$ cat src/rtl/yc_pkg.sv
// Shared types for the mosaic luminance/chroma separator.
package yc_pkg;
    // Kind of colour difference carried on the chroma output.
    typedef enum logic {
        CT_R_MINUS_Y  = 1'b0,
        CT_NEG_B_MINUS_Y = 1'b1
    } ctype_e;
endpackage

$ cat src/rtl/yc_pair_phase.sv
// Groups valid samples of a line into horizontal pairs.
// Assumes line_start_i is a one-cycle strobe; a sample in the same cycle
// belongs to the new line and opens a pair. Emits one pair strobe per two
// valid samples, together with the line type latched at line start.
module yc_pair_phase
    import yc_pkg::*;
#(
    parameter int DW = 10
) (
    input  logic          clk,
    input  logic          rst_n,
    input  logic [DW-1:0] pix_i,
    input  logic          pix_vld_i,
    input  logic          line_start_i,
    input  logic          field_i,
    input  logic          line_par_i,
    output logic [DW-1:0] first_o,
    output logic [DW-1:0] second_o,
    output logic          pair_vld_o,
    output ctype_e        pair_type_o
);
    logic          have_first_q;
    logic [DW-1:0] hold_q;
    ctype_e        line_type_q;

    // Latch the line type at each line start.
    always_ff @(posedge clk) begin
        if (!rst_n) begin
            line_type_q <= CT_R_MINUS_Y;
        end else if (line_start_i) begin
            line_type_q <= ctype_e'(line_par_i ^ field_i);
        end
    end

    // Track the pair phase and hold the first sample of an open pair.
    always_ff @(posedge clk) begin
        if (!rst_n) begin
            have_first_q <= 1'b0;
            hold_q       <= '0;
        end else if (line_start_i) begin
            have_first_q <= pix_vld_i;
            if (pix_vld_i) begin
                hold_q <= pix_i;
            end
        end else if (pix_vld_i) begin
            have_first_q <= !have_first_q;
            if (!have_first_q) begin
                hold_q <= pix_i;
            end
        end
    end

    // Present a completed pair to the arithmetic stage.
    always_ff @(posedge clk) begin
        if (!rst_n) begin
            first_o     <= '0;
            second_o    <= '0;
            pair_vld_o  <= 1'b0;
            pair_type_o <= CT_R_MINUS_Y;
        end else begin
            pair_vld_o <= pix_vld_i && have_first_q && !line_start_i;
            if (pix_vld_i && have_first_q && !line_start_i) begin
                first_o     <= hold_q;
                second_o    <= pix_i;
                pair_type_o <= line_type_q;
            end
        end
    end
endmodule

$ cat src/rtl/yc_arith.sv
// Forms luminance (truncated half-sum) and chroma (second minus first)
// from one sample pair and registers them. Holds the outputs between pairs.
module yc_arith
    import yc_pkg::*;
#(
    parameter int DW = 10
) (
    input  logic          clk,
    input  logic          rst_n,
    input  logic [DW-1:0] first_i,
    input  logic [DW-1:0] second_i,
    input  logic          pair_vld_i,
    input  ctype_e        pair_type_i,
    output logic [DW-1:0] y_o,
    output logic [DW:0]   c_o,
    output logic          ctype_o,
    output logic          res_vld_o
);
    localparam int SW = DW + 1;

    logic [SW-1:0]        sum_w;
    logic signed [SW-1:0] diff_w;

    // Combinational sum and difference of the pair.
    always_comb begin
        sum_w  = {1'b0, first_i} + {1'b0, second_i};
        diff_w = $signed({1'b0, second_i}) - $signed({1'b0, first_i});
    end

    // Register results on each pair; hold them otherwise.
    always_ff @(posedge clk) begin
        if (!rst_n) begin
            y_o       <= '0;
            c_o       <= '0;
            ctype_o   <= 1'b0;
            res_vld_o <= 1'b0;
        end else begin
            res_vld_o <= pair_vld_i;
            if (pair_vld_i) begin
                y_o     <= sum_w[SW-1:1];
                c_o     <= diff_w;
                ctype_o <= pair_type_i;
            end
        end
    end
endmodule

$ cat src/rtl/mosaic_yc_sep.sv
// Top of the complementary-mosaic luminance/chroma separator.
// Assumes each input sample is an unsigned vertical pair-sum and that the
// line type is given by line parity XOR field identity. Latency is two
// clock edges from the second sample of a pair to the result.
module mosaic_yc_sep
    import yc_pkg::*;
#(
    parameter int DW = 10
) (
    input  logic          clk,
    input  logic          rst_n,
    input  logic [DW-1:0] pix_i,
    input  logic          pix_vld_i,
    input  logic          line_start_i,
    input  logic          field_i,
    input  logic          line_par_i,
    output logic [DW-1:0] y_o,
    output logic [DW:0]   c_o,
    output logic          ctype_o,
    output logic          res_vld_o
);
    logic [DW-1:0] first_w;
    logic [DW-1:0] second_w;
    logic          pair_vld_w;
    ctype_e        pair_type_w;

    yc_pair_phase #(.DW(DW)) u_phase (
        .clk          (clk),
        .rst_n        (rst_n),
        .pix_i        (pix_i),
        .pix_vld_i    (pix_vld_i),
        .line_start_i (line_start_i),
        .field_i      (field_i),
        .line_par_i   (line_par_i),
        .first_o      (first_w),
        .second_o     (second_w),
        .pair_vld_o   (pair_vld_w),
        .pair_type_o  (pair_type_w)
    );

    yc_arith #(.DW(DW)) u_arith (
        .clk          (clk),
        .rst_n        (rst_n),
        .first_i      (first_w),
        .second_i     (second_w),
        .pair_vld_i   (pair_vld_w),
        .pair_type_i  (pair_type_w),
        .y_o          (y_o),
        .c_o          (c_o),
        .ctype_o      (ctype_o),
        .res_vld_o    (res_vld_o)
    );
endmodule

$ cat config.mk
export PLATFORM = sky130hd
export DESIGN_NAME = mosaic_yc_sep
export DESIGN_NICKNAME = d
export VERILOG_FILES = /design/src/rtl/yc_pkg.sv /design/src/rtl/yc_pair_phase.sv /design/src/rtl/yc_arith.sv /design/src/rtl/mosaic_yc_sep.sv
export SDC_FILE = /design/constraint.sdc
export NUM_CORES = 1
export LEC_CHECK = 0
export BUFFER_PORTS_ARGS = -buffer_cell sky130_fd_sc_hd__buf_2
export CAP_MARGIN = 20
export CORE_UTILIZATION = 27
export DETAILED_ROUTE_END_ITERATION = 7
export SLEW_MARGIN = 25
export SYNTH_ARGS = -nofsm -noshare
export SYNTH_HDL_FRONTEND = slang
export SYNTH_SLANG_ARGS = --single-unit
$ cat constraint.sdc
create_clock -name clk -period 5.93 [get_ports clk]
set_clock_uncertainty 0.15 [all_clocks]
set_input_delay 0.593 -clock clk [delete_from_list [all_inputs] [get_ports clk]]
set_output_delay 0.593 -clock clk [all_outputs]
set_load 0.05 [all_outputs]
# Word level (Yosys, flattened, before mapping)
# Cells that the tools add are included.
# classes
addsub,2
eq_ne,1
muxes,6
bitwise_logic,1
n_reduce_logical,6
# op_table
operator,count
10-bit 2-to-1 mux,4
10-bit by 10-bit adder with 11-bit output,1
10-bit by 10-bit subtractor with 11-bit output,1
1-bit logical AND,2
1-bit logical NOT,2
1-bit 2-to-1 mux,2
"2-bit inequality test, second input constant",1
2-bit AND reduction,1
2-bit nonzero test,1
1-bit XOR,1
# totals
reg_bits,57
inputBits,16
output_inout_bits,23
elab_cells,27

# Depth between registers and ports, before layout
# Gate-level depths: netlist of run 1.
# depth
depth_word,3
mapped_depth,9
depth_no_buf,9

# Cells and area by module
# Synthesis of run 1 repeated with hierarchy kept, for this count alone.
# unflattened
hier_cells,353
area_unflattened_um2,2964.1
# modules_own_cells
module,n_inst,cells_each,area_per_inst_um2,seq_area_each_um2
yc_arith,1,226,1754.2,460.4
yc_pair_phase,1,127,1209.9,680.7

# Worst setup path after synthesis of run 1
# No wires, ideal clock.
# synth_timing
path_type,reg-to-reg
start,reg u_phase.first_o[0]
end,reg u_arith.c_o[8]
t_arrival_ps,1850
slack_ps,3824
stages_incl_launch_ff,9
period_less_slack_ps,2106
path_cell_list,dfxtp_1 -> ha_1 -> inv_1 -> fa_1 -> a21oi_1 -> o21ai_0 -> o21ai_0 -> mux2_2 -> o311ai_0
# synth_between
elab_chain_len,1
# synth_lines
element,line_no,source
"start, declared",yc_pair_phase.sv:17,"output logic [DW-1:0] first_o,"
"start signal, assigned",yc_pair_phase.sv:63,first_o <= hold_q;
10-bit by 10-bit subtractor with 11-bit output,yc_arith.sv:27,"diff_w = $signed({1'b0, second_i}) - $signed({1'b0, first_i});"
"end signal, assigned",yc_arith.sv:41,c_o <= diff_w;
"end, declared",yc_arith.sv:15,"output logic [DW:0] c_o,"
# No other way between the ends.
# A chain may end at the register's enable or synchronous reset.

# Final worst setup path of run 1
# layout_timing
start,reg u_phase.second_o[0]
end,reg u_arith.c_o[8]
# layout_between
elab_chain_len,1
# layout_lines
element,line_no,source
"start, declared",yc_pair_phase.sv:18,"output logic [DW-1:0] second_o,"
"start signal, assigned",yc_pair_phase.sv:64,second_o <= pix_i;
10-bit by 10-bit subtractor with 11-bit output,yc_arith.sv:27,
# No other way between the ends.

==> results of run 1 <==
synthesized netlist by cell type, types with 2 or more instances:
cell type,count,area (sq um)
a211oi_1,9,67.6
a21oi_1,19,95.1
a22o_1,22,193
a311oi_1,2,17.5
a31oi_1,2,12.5
and4_1,2,17.5
buf_2,2,10.0
buf_6,5,56.3
clkbuf_1,8,30.0
clkbuf_8,2,27.5
dfxtp_1,57,1140
fa_1,2,40.0
ha_1,20,250
inv_1,22,82.6
mux2_2,4,45.0
mux2i_1,12,120
nand2_1,11,41.3
nand3_1,12,60.1
nand4_1,4,25.0
nand4b_1,2,17.5
nor2_1,39,146
nor2b_1,4,25.0
nor3_1,4,20.0
o211ai_1,3,22.5
o21a_1,2,15.0
o21ai_0,12,60.1
o21bai_1,4,30.0
or3_1,5,31.3
or4_1,2,15.0
xnor2_1,9,78.8
area by class of cell:
class                      instances  area [sq um]  area share (%)
sequential                        57          1140            34.1
clock inverter                     5          55.1            1.65
tap                              136           170            5.09
timing repair buffer              40           205            6.14
inverter                          22          82.6            2.47
multi-input combinational        220          1550            46.3
clock buffer                      11           141            4.23
registers in the layout (all words and copies together) (netlist names):
| register | flops |
|---|---|
| u_arith.res_vld_o | 1 |
| u_phase.second_o | 10 |
| u_phase.have_first_q | 1 |
| u_arith.c_o | 11 |
| u_arith.ctype_o | 1 |
| u_phase.pair_type_o | 1 |
| u_phase.line_type_q | 1 |
| u_arith.y_o | 10 |
| u_phase.hold_q | 10 |
| u_phase.pair_vld_o | 1 |
| u_phase.first_o | 10 |
layer usage:
layer  global-route usage, %  part of all wire [%]  vias to the layer above
met1                    16.2                    52                     1046
met4                    4.76                   1.6                        0
met5                       0                     0                        -
met3                    4.27                   5.1                        9
met2                    18.0                    42                       40
li1                        -                     -                     1200
stage by stage:
stage	util [%]	total power, mW	hold slack [ps]
global placement	30.3	0.484	298
finish	32.2	0.835	318
CTS	32.2	0.843	310
global route	32.2	0.872	323
detailed placement	30.3	0.486	306
floorplan	-	0.467	292
path summary, 6_finish.rpt:
kind                                           from                 end  slack, ps  cells past startpoint
worst max-delay path            u_phase.second_o[0]      u_arith.c_o[8]       3570                      9
worst min-delay path              u_phase.hold_q[3]  u_phase.first_o[3]        320                      1
worst max register to register  u_phase.second_o[0]      u_arith.c_o[8]       3570                      9
worst min register to register    u_phase.hold_q[3]  u_phase.first_o[3]        320                      1
cells in the final DEF, fill, tap and decap left out, types with 3 or more instances in the layout:
cell,instances
dfxtp_1,57
nor2_1,39
buf_2,38
a22o_1,22
inv_1,21
ha_1,20
a21oi_1,19
mux2i_1,12
o21ai_0,12
nand3_1,12
nand2_1,11
clkbuf_8,10
a211oi_1,9
xnor2_1,9
or3_1,5
nor2b_1,4
nand4_1,4
mux2_2,4
o21bai_1,4
nor3_1,4
o211ai_1,3
logic make-up after synthesis:
family | after synthesis | synth area share (%)
AND/OR/NAND/NOR | 91 | 15.2
AO/OA/AOI/OAI | 82 | 19.6
flip-flops | 57 | 39.2
buffers and inverters | 42 | 7.69
adder cells (fa/ha/maj) | 22 | 9.97
multiplexers | 16 | 5.67
XOR/XNOR | 9 | 2.71
power by group through the flow:
stage	sequential, mW	clock, mW	combinational (mW)
2_1_floorplan	0.416	0	0.0501
3_3_place_gp	0.408	0	0.0760
3_5_place_dp	0.409	0	0.0770
4_1_cts	0.400	0.366	0.0774
5_1_grt	0.401	0.386	0.0849
6_report	0.400	0.357	0.0773
==> results.md, run 1 <==
- NetSw: approximately 0.21 mW
- CP required: 6020 ps
- Worst-skew pair later-pin latency: about 340 ps
- Slew headroom: between 40% and 50%
- Htree depth: 3
- Post-CTS setup buffers: 0
- Die Span Y: 106 microns
- Register bit total from synthesis: 57
- Routed Antenna Nets: 0
- Total Routing Usage GR: 12.2%
- Critical-path maximum fanout: 3
- Sequential fraction of the synthesis area: roughly two fifths
- RSZ-0062 raised after global routing: false
- Comb pwr share: under 10%
- Die width: between 100 and 150 microns
- Post-Syn Area per Cell: slightly above 9 sq um
- Initial core utilization: between 20% and 30%
- Post-synth ARST share: 0%
- Synth Cell Area: roughly 2900 sq um
- HP Class: reg -> reg
- Largest net degree at the start of global routing: 35
- Area Growth Syn to Fin: 14.8%
- Setup Crit Path Kind: reg -> reg
- CP max stage delay: approximately 400 ps
- Final worst setup slack: 3570 ps
- Peak VDD IR: roughly 0.000094 V
- Post-DP HPWL: 4.77 mm
- Slew Limit Fails: 0
- Sequential power share: roughly 48%
- Filler cells: 1088
- Routed vias/inst: roughly 4.7
- Placed Area: ~3100 sq um
- Hold buffer count at CTS: 0
- Distinct cells, synth: 46
- DRC: 0
- CP top delay family: compound AO/OA/AOI/OAI gates
- Post-route minimum period: between 2000 and 2500 ps
- DR vias: 2295
- Clock power share: 42.8%
- Status: finished clean
- Crit path launch type: flop
- Final net count: 388
- Crit path buffers/inverters: 2
- I/O Buffers: 38
- Final Hold Viols: 0
- Synth warn: 0
- Clk pin slew, worst setup/hold paths: 70 ps
- Int Pwr: 0.626 mW
- Post-CTS sizing: 0
- Primary FF master, synth: dfxtp_1
- Routed wire length: roughly 6.4 mm
- Synth Instances: about 320
- Die area: 11200 sq um
- Placer Congestion: approximately 0.8
- Num ports: 39
- Vias in the first global route: 2306
- Final period utilization: 39.8%
- CTS tree: built
- CTS root buf: clkbuf_8
- Highest clock rate: 424 MHz
- Starting DRT DRC Count: just over 50
- Number of CTS-inserted buffers: 9
- Diode count: 0
- Post-Place Setup Slack: 3440 ps
- Fin cells: about 500
- Router iterations before antenna repair: 4
- Endpoints failing setup: 0
- Mapped Nets: 357
- # Max-Cap Violations: 0
- Pleak: roughly 1.4 nW
- EDFF count, synth: 0
- TNS Setup: 0 ps
- Power Density: around 250 nW/um^2
- First-pass GRT wire length: approximately 11 mm
- Core ar.: between 10000 and 15000 sq um
- Initial antenna violation count: 0
- # rows: 37
- Worst path cell trace: inv_1, ha_1, inv_1, fa_1, a21oi_1, o21ai_0, o21ai_0, mux2_2, o311ai_0
- Total gr overflow: 0
- Worst-margin pin slew: 805 ps
- CP arrival: between 2000 and 2500 ps
- Routed wire per std cell: approximately 13 microns
- Sink Count: 57
- CTS Buffer Depth: 2
- Critical path endpoint category: flop
- Slowest CP cell: fa_1
- DP Cell Count: between 400 and 500
- Share of cells above drive strength 1: ~17%
- Design area: roughly 3300 sq um
- Sw Ratio: ~25%
No activity file was read; power rests on OpenSTA's default activity.
==> run 2, diff against run 1 <==
--- a/config.mk
+++ b/config.mk
@@ -5,6 +5,7 @@
 export SDC_FILE = /design/constraint.sdc
 export NUM_CORES = 1
 export LEC_CHECK = 0
+export ABC_AREA = 1
 export BUFFER_PORTS_ARGS = -buffer_cell sky130_fd_sc_hd__buf_2
 export CAP_MARGIN = 20
 export CORE_UTILIZATION = 27
==> constraint.sdc (replaced) <==
create_clock -name clk -period 2.4 [get_ports clk]
set_clock_uncertainty 0.15 [all_clocks]
set_input_delay 0.24 -clock clk [delete_from_list [all_inputs] [get_ports clk]]
set_output_delay 0.24 -clock clk [all_outputs]
set_load 0.05 [all_outputs]
==> run 2 against run 1 <==
  * Combinational power rose to 2.9 times the previous value
  * Clock-buffer cell count fell by 2
  * Sequential cell count did not move
  * Critical path depth rose by 4
  * Fmax rose by 19%
  * Clock power rose to 3.8 times the previous value
  * Sequential power rose by 150%
  * Global-route usage rose by 0.99 points
  * Critical endpoint is now u_arith.y_o[7]
  * Highest routed layer unchanged
==> results.md, run 2 <==
- Mapped Nets: 434 (was 357)
- Power Density: 715 nW/um^2 (was 250 nW/um^2)
- Final worst setup slack: 415 ps (was 3570 ps)
- Post-Place Setup Slack: 433 ps (was 3440 ps)
- Most flops, register: u_arith.c_o (unchanged)
- Yosys top cell area share: 37.5% (was 39.2%)
- # rows: 38 (was 37)
- Setup Crit Path Kind: reg -> reg (unchanged)
- Slew Limit Fails: 0 (unchanged)
- Slew headroom: 60.1% (was 46.3%)
- Num ports: 39 (unchanged)
- Largest net degree at the start of global routing: 23 (was 35)
- HP Class: in -> reg (was reg -> reg)
- Routed vias/inst: 4.39 (was 4.67)
- Endpoints failing setup: 0 (unchanged)
- Number of flip-flops in the largest register: 11 (unchanged)
- DRC: 0 (unchanged)
- Distinct cells, synth: 38 (was 46)
- Post-DP HPWL: 5.36 mm (was 4.77 mm)
- Synth warn: 0 (unchanged)
- Number of CTS-inserted buffers: 9 (unchanged)
- Total Routing Usage GR: 13.2% (was 12.2%)
- Sink Count: 57 (unchanged)
- Htree depth: 3 (unchanged)
- Placer Congestion: 0.876 (was 0.797)
- Worst-margin pin slew: 598 ps (was 805 ps)
- Sequential Area: 1140 sq um (unchanged)
- Filler cells: 1188 (was 1088)
- Pleak: 1.76 nW (was 1.42 nW)
- DR vias: 2540 (was 2295)
- Core ar.: 10900 sq um (was 10400 sq um)
- Synth Cell Area: 3050 sq um (was 2910 sq um)
- CP required: 2480 ps (was 6020 ps)
- CTS Buffer Depth: 2 (unchanged)
- Routed Antenna Nets: 0 (unchanged)
- Post-route minimum period: 1980 ps (was 2360 ps)
- Design area: 3610 sq um (was 3340 sq um)
- Initial core utilization: 27.8% (was 28.1%)
- Post-synth ARST share: 0% (unchanged)
- CP arrival: 2070 ps (was 2450 ps)
- Vias in the first global route: 2540 (was 2306)
- Post-Syn Area per Cell: 7.69 sq um (was 9.13 sq um)
- Clk pin slew, worst setup/hold paths: 50 ps (was 70 ps)
- EDFF count, synth: 0 (unchanged)
- Crit path launch type: flop (unchanged)
- Primary FF master, synth: dfxtp_1 (unchanged)
- Status: finished clean (unchanged)
- # Max-Cap Violations: 0 (unchanged)
- Dominant cell type by area after synthesis: dfxtp_1 (unchanged)
- CTS tree: built (unchanged)
- Critical path endpoint category: flop (unchanged)
- Commonest cells after routing, fill and taps aside: nand2_1 (73), dfxtp_1 (57), inv_1 (44), buf_2 (38), o21ai_0 (32) (was dfxtp_1 (57), nor2_1 (39), buf_2 (38), a22o_1 (22), inv_1 (21))
- Routed wire per std cell: 12.2 microns (was 13.0 microns)
- Initial antenna violation count: 0 (unchanged)
- Worst-skew pair later-pin latency: 330 ps (was 340 ps)
- Footprint of the multi-input gates: 1520 sq um (was 1550 sq um)
- Synth top area cells: dfxtp_1 (37%), nand2_1 (9.0%), ha_1 (8.2%), inv_1 (5.4%), o21ai_0 (5.3%) (was dfxtp_1 (39%), ha_1 (8.6%), a22o_1 (6.6%), nor2_1 (5.0%), mux2i_1 (4.1%))
- Placed Area: 3260 sq um (was 3150 sq um)
- CTS root buf: clkbuf_16 (was clkbuf_8)
- TNS Setup: 0 ps (unchanged)
- RSZ-0062 raised after global routing: false (unchanged)
- Commonest cells in the synthesized netlist: nand2_1 (73), dfxtp_1 (57), inv_1 (44) (was dfxtp_1 (57), nor2_1 (39), a22o_1 (22), inv_1 (22), ha_1 (20))
- First-pass GRT wire length: 11.9 mm (was 10.9 mm)
- Peak VDD IR: 0.000367 V (was 0.0000937 V)
- Area Growth Syn to Fin: 18.4% (was 14.8%)
- Die area: 11700 sq um (was 11200 sq um)
- Commonest non-fill, non-tap cell in the layout: nand2_1 (was dfxtp_1)
- Router iterations before antenna repair: 4 (unchanged)
- Final period utilization: 82.7% (was 39.8%)
- Diode count: 0 (unchanged)
- Routed wire length: 7.06 mm (was 6.36 mm)
- I/O Buffers: 38 (unchanged)
- Share of cells above drive strength 1: 20.8% (was 17.5%)
- Total gr overflow: 0 (unchanged)
- Tot Pwr: 2.58 mW (was 0.835 mW)
- Final net count: 471 (was 388)
- Highest clock rate: 504 MHz (was 424 MHz)
- Fin Hold WS: 3.43 ps (was 318 ps)
- Starting DRT DRC Count: 73 (was 51)
- Final Hold Viols: 0 (unchanged)
- Synth Instances: 396 (was 319)
- Die Span Y: 108 microns (was 106 microns)
- Die width: 108 microns (was 106 microns)
- Sequential fraction of the synthesis area: 37.5% (was 39.2%)
- Count leader, synth: nand2_1 (was dfxtp_1)
- Critical-path maximum fanout: 3 (unchanged)
- Register bit total from synthesis: 57 (unchanged)
## run 2: cell count changes in the layout (fill, tap and decap cells not counted), moves of 7 or more
cell / delta
a211oi_1: -9
a22o_1: -21
clkbuf_16: +9
clkbuf_8: -10
inv_1: +23
inv_2: +7
mux2i_1: -12
nand2_1: +62
nand2_2: +11
nand3_1: +15
nor2_1: -10
o21ai_0: +20
o21ai_1: +17
xnor2_1: -8
## run 2: stage by stage
step,std cells,util [%]
floorplan,396,-
global placement,559,29.8
detailed placement,559,29.8
CTS,578,33.0
global route,578,33.0
finish,578,33.0
## run 2: what timing repair did
action,in CTS,in global routing
endpoints found under the hold margin,3,0
hold buffers,3,0
setup buffers,0,0
endpoints found under the setup margin,0,0
gates resized for setup,0,0
## run 2: path summary, 6_finish.rpt
| check | slack (ps) | from | cells after the start | endpoint |
|---|---|---|---|---|
| worst min register to register | 300 | u_arith.c_o[3] | 1 | u_arith.c_o[3] |
| worst max register to register | 420 | u_phase.first_o[0] | 13 | u_arith.y_o[7] |
| worst min-delay path | 3 | pix_i[0] | 3 | u_phase.second_o[0] |
| worst max-delay path | 420 | u_phase.first_o[0] | 13 | u_arith.y_o[7] |
## run 2: cell type report
class	count	share of cell area, %
sequential	57	31.6
clock buffer	9	6.24
timing repair buffer	43	6.52
inverter	55	5.93
tap	140	4.86
multi-input combinational	267	42.2
clock inverter	7	2.60
## run 2: where the power goes
group          switching (mW)  total (mW)  internal, mW
clock network           0.460        1.37         0.906
registers              0.0166       0.992         0.975
logic                   0.149       0.222        0.0738
## run 2: per-layer routing
layer  up-vias  global-route usage, %  part of all wire (%)
li1       1354                      -                     -
met1      1119                   16.4                    50
met2        52                   21.1                    43
met3        15                   3.01                   4.5
met4         0                   7.24                   2.6
met5         -                      0                     0
## run 2: kinds of logic (layout without fill, tap and decap cells)
kind of cell               after synthesis  in the layout  share of synthesized area, %
xor gates and xnor gates                 3              3                         0.863
adders and majority gates               22             22                          9.53
DFF                                     57             57                          37.5
buffers and inverters                   72            114                          12.5
AOI/OAI and AO/OA                       87             87                          16.7
and+or+nand+nor                        155            155                          22.9
## run 2: worst max-delay path: stages (launching register included)
cell and delay [ps]:
dfxtp_1 380, ha_1 190, inv_1 60, fa_1 410, inv_1 90, nand2_2 60, nand2_2 70, o21ai_4 80
inv_2 70, nand2_2 50, nand3_1 70, nand3_1 80, nand2_1 80, inv_1 30
==> run 3, diff against run 2 <==
--- a/config.mk
+++ b/config.mk
@@ -5,7 +5,7 @@
 export SDC_FILE = /design/constraint.sdc
 export NUM_CORES = 1
 export LEC_CHECK = 0
-export ABC_AREA = 1
+export ABC_AREA = 0
 export BUFFER_PORTS_ARGS = -buffer_cell sky130_fd_sc_hd__buf_2
 export CAP_MARGIN = 20
 export CORE_UTILIZATION = 27
==> constraint.sdc (replaced) <==
create_clock -name clk -period 1.9 [get_ports clk]
set_clock_uncertainty 0.15 [all_clocks]
set_input_delay 0.19 -clock clk [delete_from_list [all_inputs] [get_ports clk]]
set_output_delay 0.19 -clock clk [all_outputs]
set_load 0.05 [all_outputs]
==> run 3 against run 2 <==
  * The run now ends with setup timing left
  * Design area is 15% higher
  * Final cell count is 4.5% lower
  * Global-route usage is 0.19 points higher
  * Setup slack worse by 490 ps
  * Worst hold slack better by 110 ps
  * Clock power is 6% lower
  * Sequential cell count stayed put
  * Fmax is 0.62% higher
  * Clock-buffer cell count stayed put
  * Highest routed layer unchanged
==> results.md, run 3 (same netlist as run 1, synthesis figures left out) <==
- Router iterations before antenna repair: 4 (unchanged)
- Vias in the first global route: 2412 (was 2540)
- # rows: 37 (was 38)
- Slew Limit Fails: 0 (unchanged)
- Total Routing Usage GR: 13.4% (was 13.2%)
- Die Span Y: 106 microns (was 108 microns)
- CTS root buf: clkbuf_8 (was clkbuf_16)
- FF-to-FF End: u_arith.c_o[8] (was u_arith.y_o[7])
- CP required: 2010 ps (was 2480 ps)
- Die area: 11200 sq um (was 11700 sq um)
- Htree depth: 3 (unchanged)
- Post-route minimum period: 1970 ps (was 1980 ps)
- Critical path endpoint category: flop (unchanged)
- Slew headroom: 76.0% (was 60.1%)
- DR vias: 2564 (was 2540)
- Status: finished with violations (was finished clean)
- Worst-margin pin slew: 359 ps (was 598 ps)
- Sink Count: 57 (unchanged)
- Diode count: 0 (unchanged)
- WHS Endpoint: u_phase.hold_q[9] (was u_phase.second_o[0])
- First-pass GRT wire length: 11.7 mm (was 11.9 mm)
- Highest clock rate: 507 MHz (was 504 MHz)
- CP arrival: 2080 ps (was 2070 ps)
- I/O Buffers: 38 (unchanged)
- Crit path launch type: flop (unchanged)
- R2R Setup Slk: -70 ps (was 420 ps)
- Placer Congestion: 0.842 (was 0.876)
- Initial antenna violation count: 0 (unchanged)
- HP Class: in -> reg (unchanged)
- Commonest cells after routing, fill and taps aside: buf_4 (49), dfxtp_1 (49), buf_2 (38), nor2_1 (37), a22o_1 (22) (was nand2_1 (73), dfxtp_1 (57), inv_1 (44), buf_2 (38), o21ai_0 (32))
- Die width: 106 microns (was 108 microns)
- Endpoints failing setup: 4 (was 0)
- Share of cells above drive strength 1: 37.5% (was 20.8%)
- RSZ-0062 raised after global routing: true (was false)
- Most flops, register: u_arith.c_o (unchanged)
- Post-DP HPWL: 5.17 mm (was 5.36 mm)
- Area Growth Syn to Fin: 41.9% (was 18.4%)
- Critical-path maximum fanout: 3 (unchanged)
- FF-to-FF Start: u_phase.first_o[0] (unchanged)
- Filler cells: 1054 (was 1188)
- Power Density: 699 nW/um^2 (was 715 nW/um^2)
- # Max-Cap Violations: 0 (unchanged)
- Most used cell, CP: o21ai_2
- Post-Place Setup Slack: -224 ps (was 433 ps)
- Routed wire per std cell: 12.7 microns (was 12.2 microns)
- Final period utilization: 104% (was 82.7%)
- Routed Antenna Nets: 0 (unchanged)
- Reg2Reg Depth: 8 (was 13)
- Peak VDD IR: 0.000266 V (was 0.000367 V)
- Routed vias/inst: 4.64 (was 4.39)
- Final net count: 449 (was 471)
- Failing checks: setup timing
- Largest net degree at the start of global routing: 28 (was 23)
- Hold Crit Start: rst_n (was pix_i[0])
- Final Hold Viols: 0 (unchanged)
- CTS tree: built (unchanged)
- Slowest CP cell: dfxtp_4 (was fa_1)
- Final worst setup slack: -72.8 ps (was 415 ps)
- Pleak: 1.77 nW (was 1.76 nW)
- Core ar.: 10400 sq um (was 10900 sq um)
- Worst-skew pair later-pin latency: 350 ps (was 330 ps)
- Starting DRT DRC Count: 78 (was 73)
- Routed wire length: 7.02 mm (was 7.06 mm)
- Worst path cell trace: ha_4, inv_2, fa_2, a21oi_2, o21ai_2, o21ai_2, mux2_4, o311ai_1 (was ha_1, inv_1, fa_1, inv_1, nand2_2, nand2_2, o21ai_4, inv_2, nand2_2, nand3_1, nand3_1, nand2_1, inv_1)
- Clk pin slew, worst setup/hold paths: 80 ps (was 50 ps)
- Hold path depth: 3 (unchanged)
- CTS Buffer Depth: 2 (unchanged)
- Num ports: 39 (unchanged)
- CP max stage delay: 370 ps (was 410 ps)
- Total gr overflow: 0 (unchanged)
- Number of CTS-inserted buffers: 9 (unchanged)
- Setup Crit Path Kind: reg -> reg (unchanged)
- Initial core utilization: 28.1% (was 27.8%)
- Tot Pwr: 2.89 mW (was 2.58 mW)
- Number of flip-flops in the largest register: 11 (unchanged)
- DRC: 0 (unchanged)
## run 3: power by group
group / leakage, nW / switching [mW] / internal, mW / total [mW]
sequential: 0.467 / 0.0213 / 1.23 / 1.25
combinational: 1.20 / 0.183 / 0.164 / 0.348
clock: 0.110 / 0.545 / 0.748 / 1.29
## run 3: final cells by class
cell class / instances / area [sq um] / share of cell area (%)
clock buffer: 9 / 124 / 3.00
tap: 136 / 170 / 4.12
timing repair buffer: 101 / 699 / 16.9
multi-input combinational: 220 / 1800 / 43.5
clock inverter: 7 / 103 / 2.48
inverter: 22 / 82.6 / 2.00
sequential: 57 / 1150 / 27.9
## run 3: worst max path at each step
stage | to | from | slack [ps]
6_report | u_arith.c_o[8] | u_phase.first_o[0] | -70
2_1_floorplan | u_arith.c_o[8] | u_phase.first_o[0] | -20
3_5_place_dp | u_arith.c_o[8] | u_phase.first_o[0] | -220
3_3_place_gp | u_arith.c_o[6] | u_phase.first_o[0] | -150
5_1_grt | u_arith.c_o[8] | u_phase.second_o[0] | -160
4_1_cts | u_arith.c_o[8] | u_phase.second_o[0] | -140
## run 3: through the flow
step                      utilization, %  hold slack [ps]  instances  setup TNS, ps  instance area [sq um]
after floorplan                        -              136        319          -18.4                   2920
after global placement              33.4              260        517          -1180                   3470
after detailed placement            33.4              261        517          -1880                   3470
after CTS                           38.3              114        551           -428                   3980
after global routing                39.8              156        552           -848                   4130
final                               39.8              112        552           -144                   4130
## run 3: what timing repair did
action / CTS / global route
endpoints found under the setup margin: 14 / 14
pin swaps: 17 / 16
hold endpoints to repair: 22 / 0
buffers inserted: 5 / 1
resized for setup: 33 / 29
hold buffers: 13 / 0
gates cloned: 0 / 0
## run 3: critical path, delay by kind of cell, from the launching register on
family | cells | cell delay (ps)
AOI/OAI and AO/OA | 4 | 530
adders and majority gates | 2 | 490
muxes | 1 | 320
DFF | 1 | 370
buffers and inverters | 1 | 30
## run 3: metal layers
metal	up-vias	track usage, %	wire, microns
met5	-	0	0
met1	1176	18.7	3550
met3	11	4.33	340
met4	0	5.65	125
met2	60	18.6	3010
li1	1317	-	-
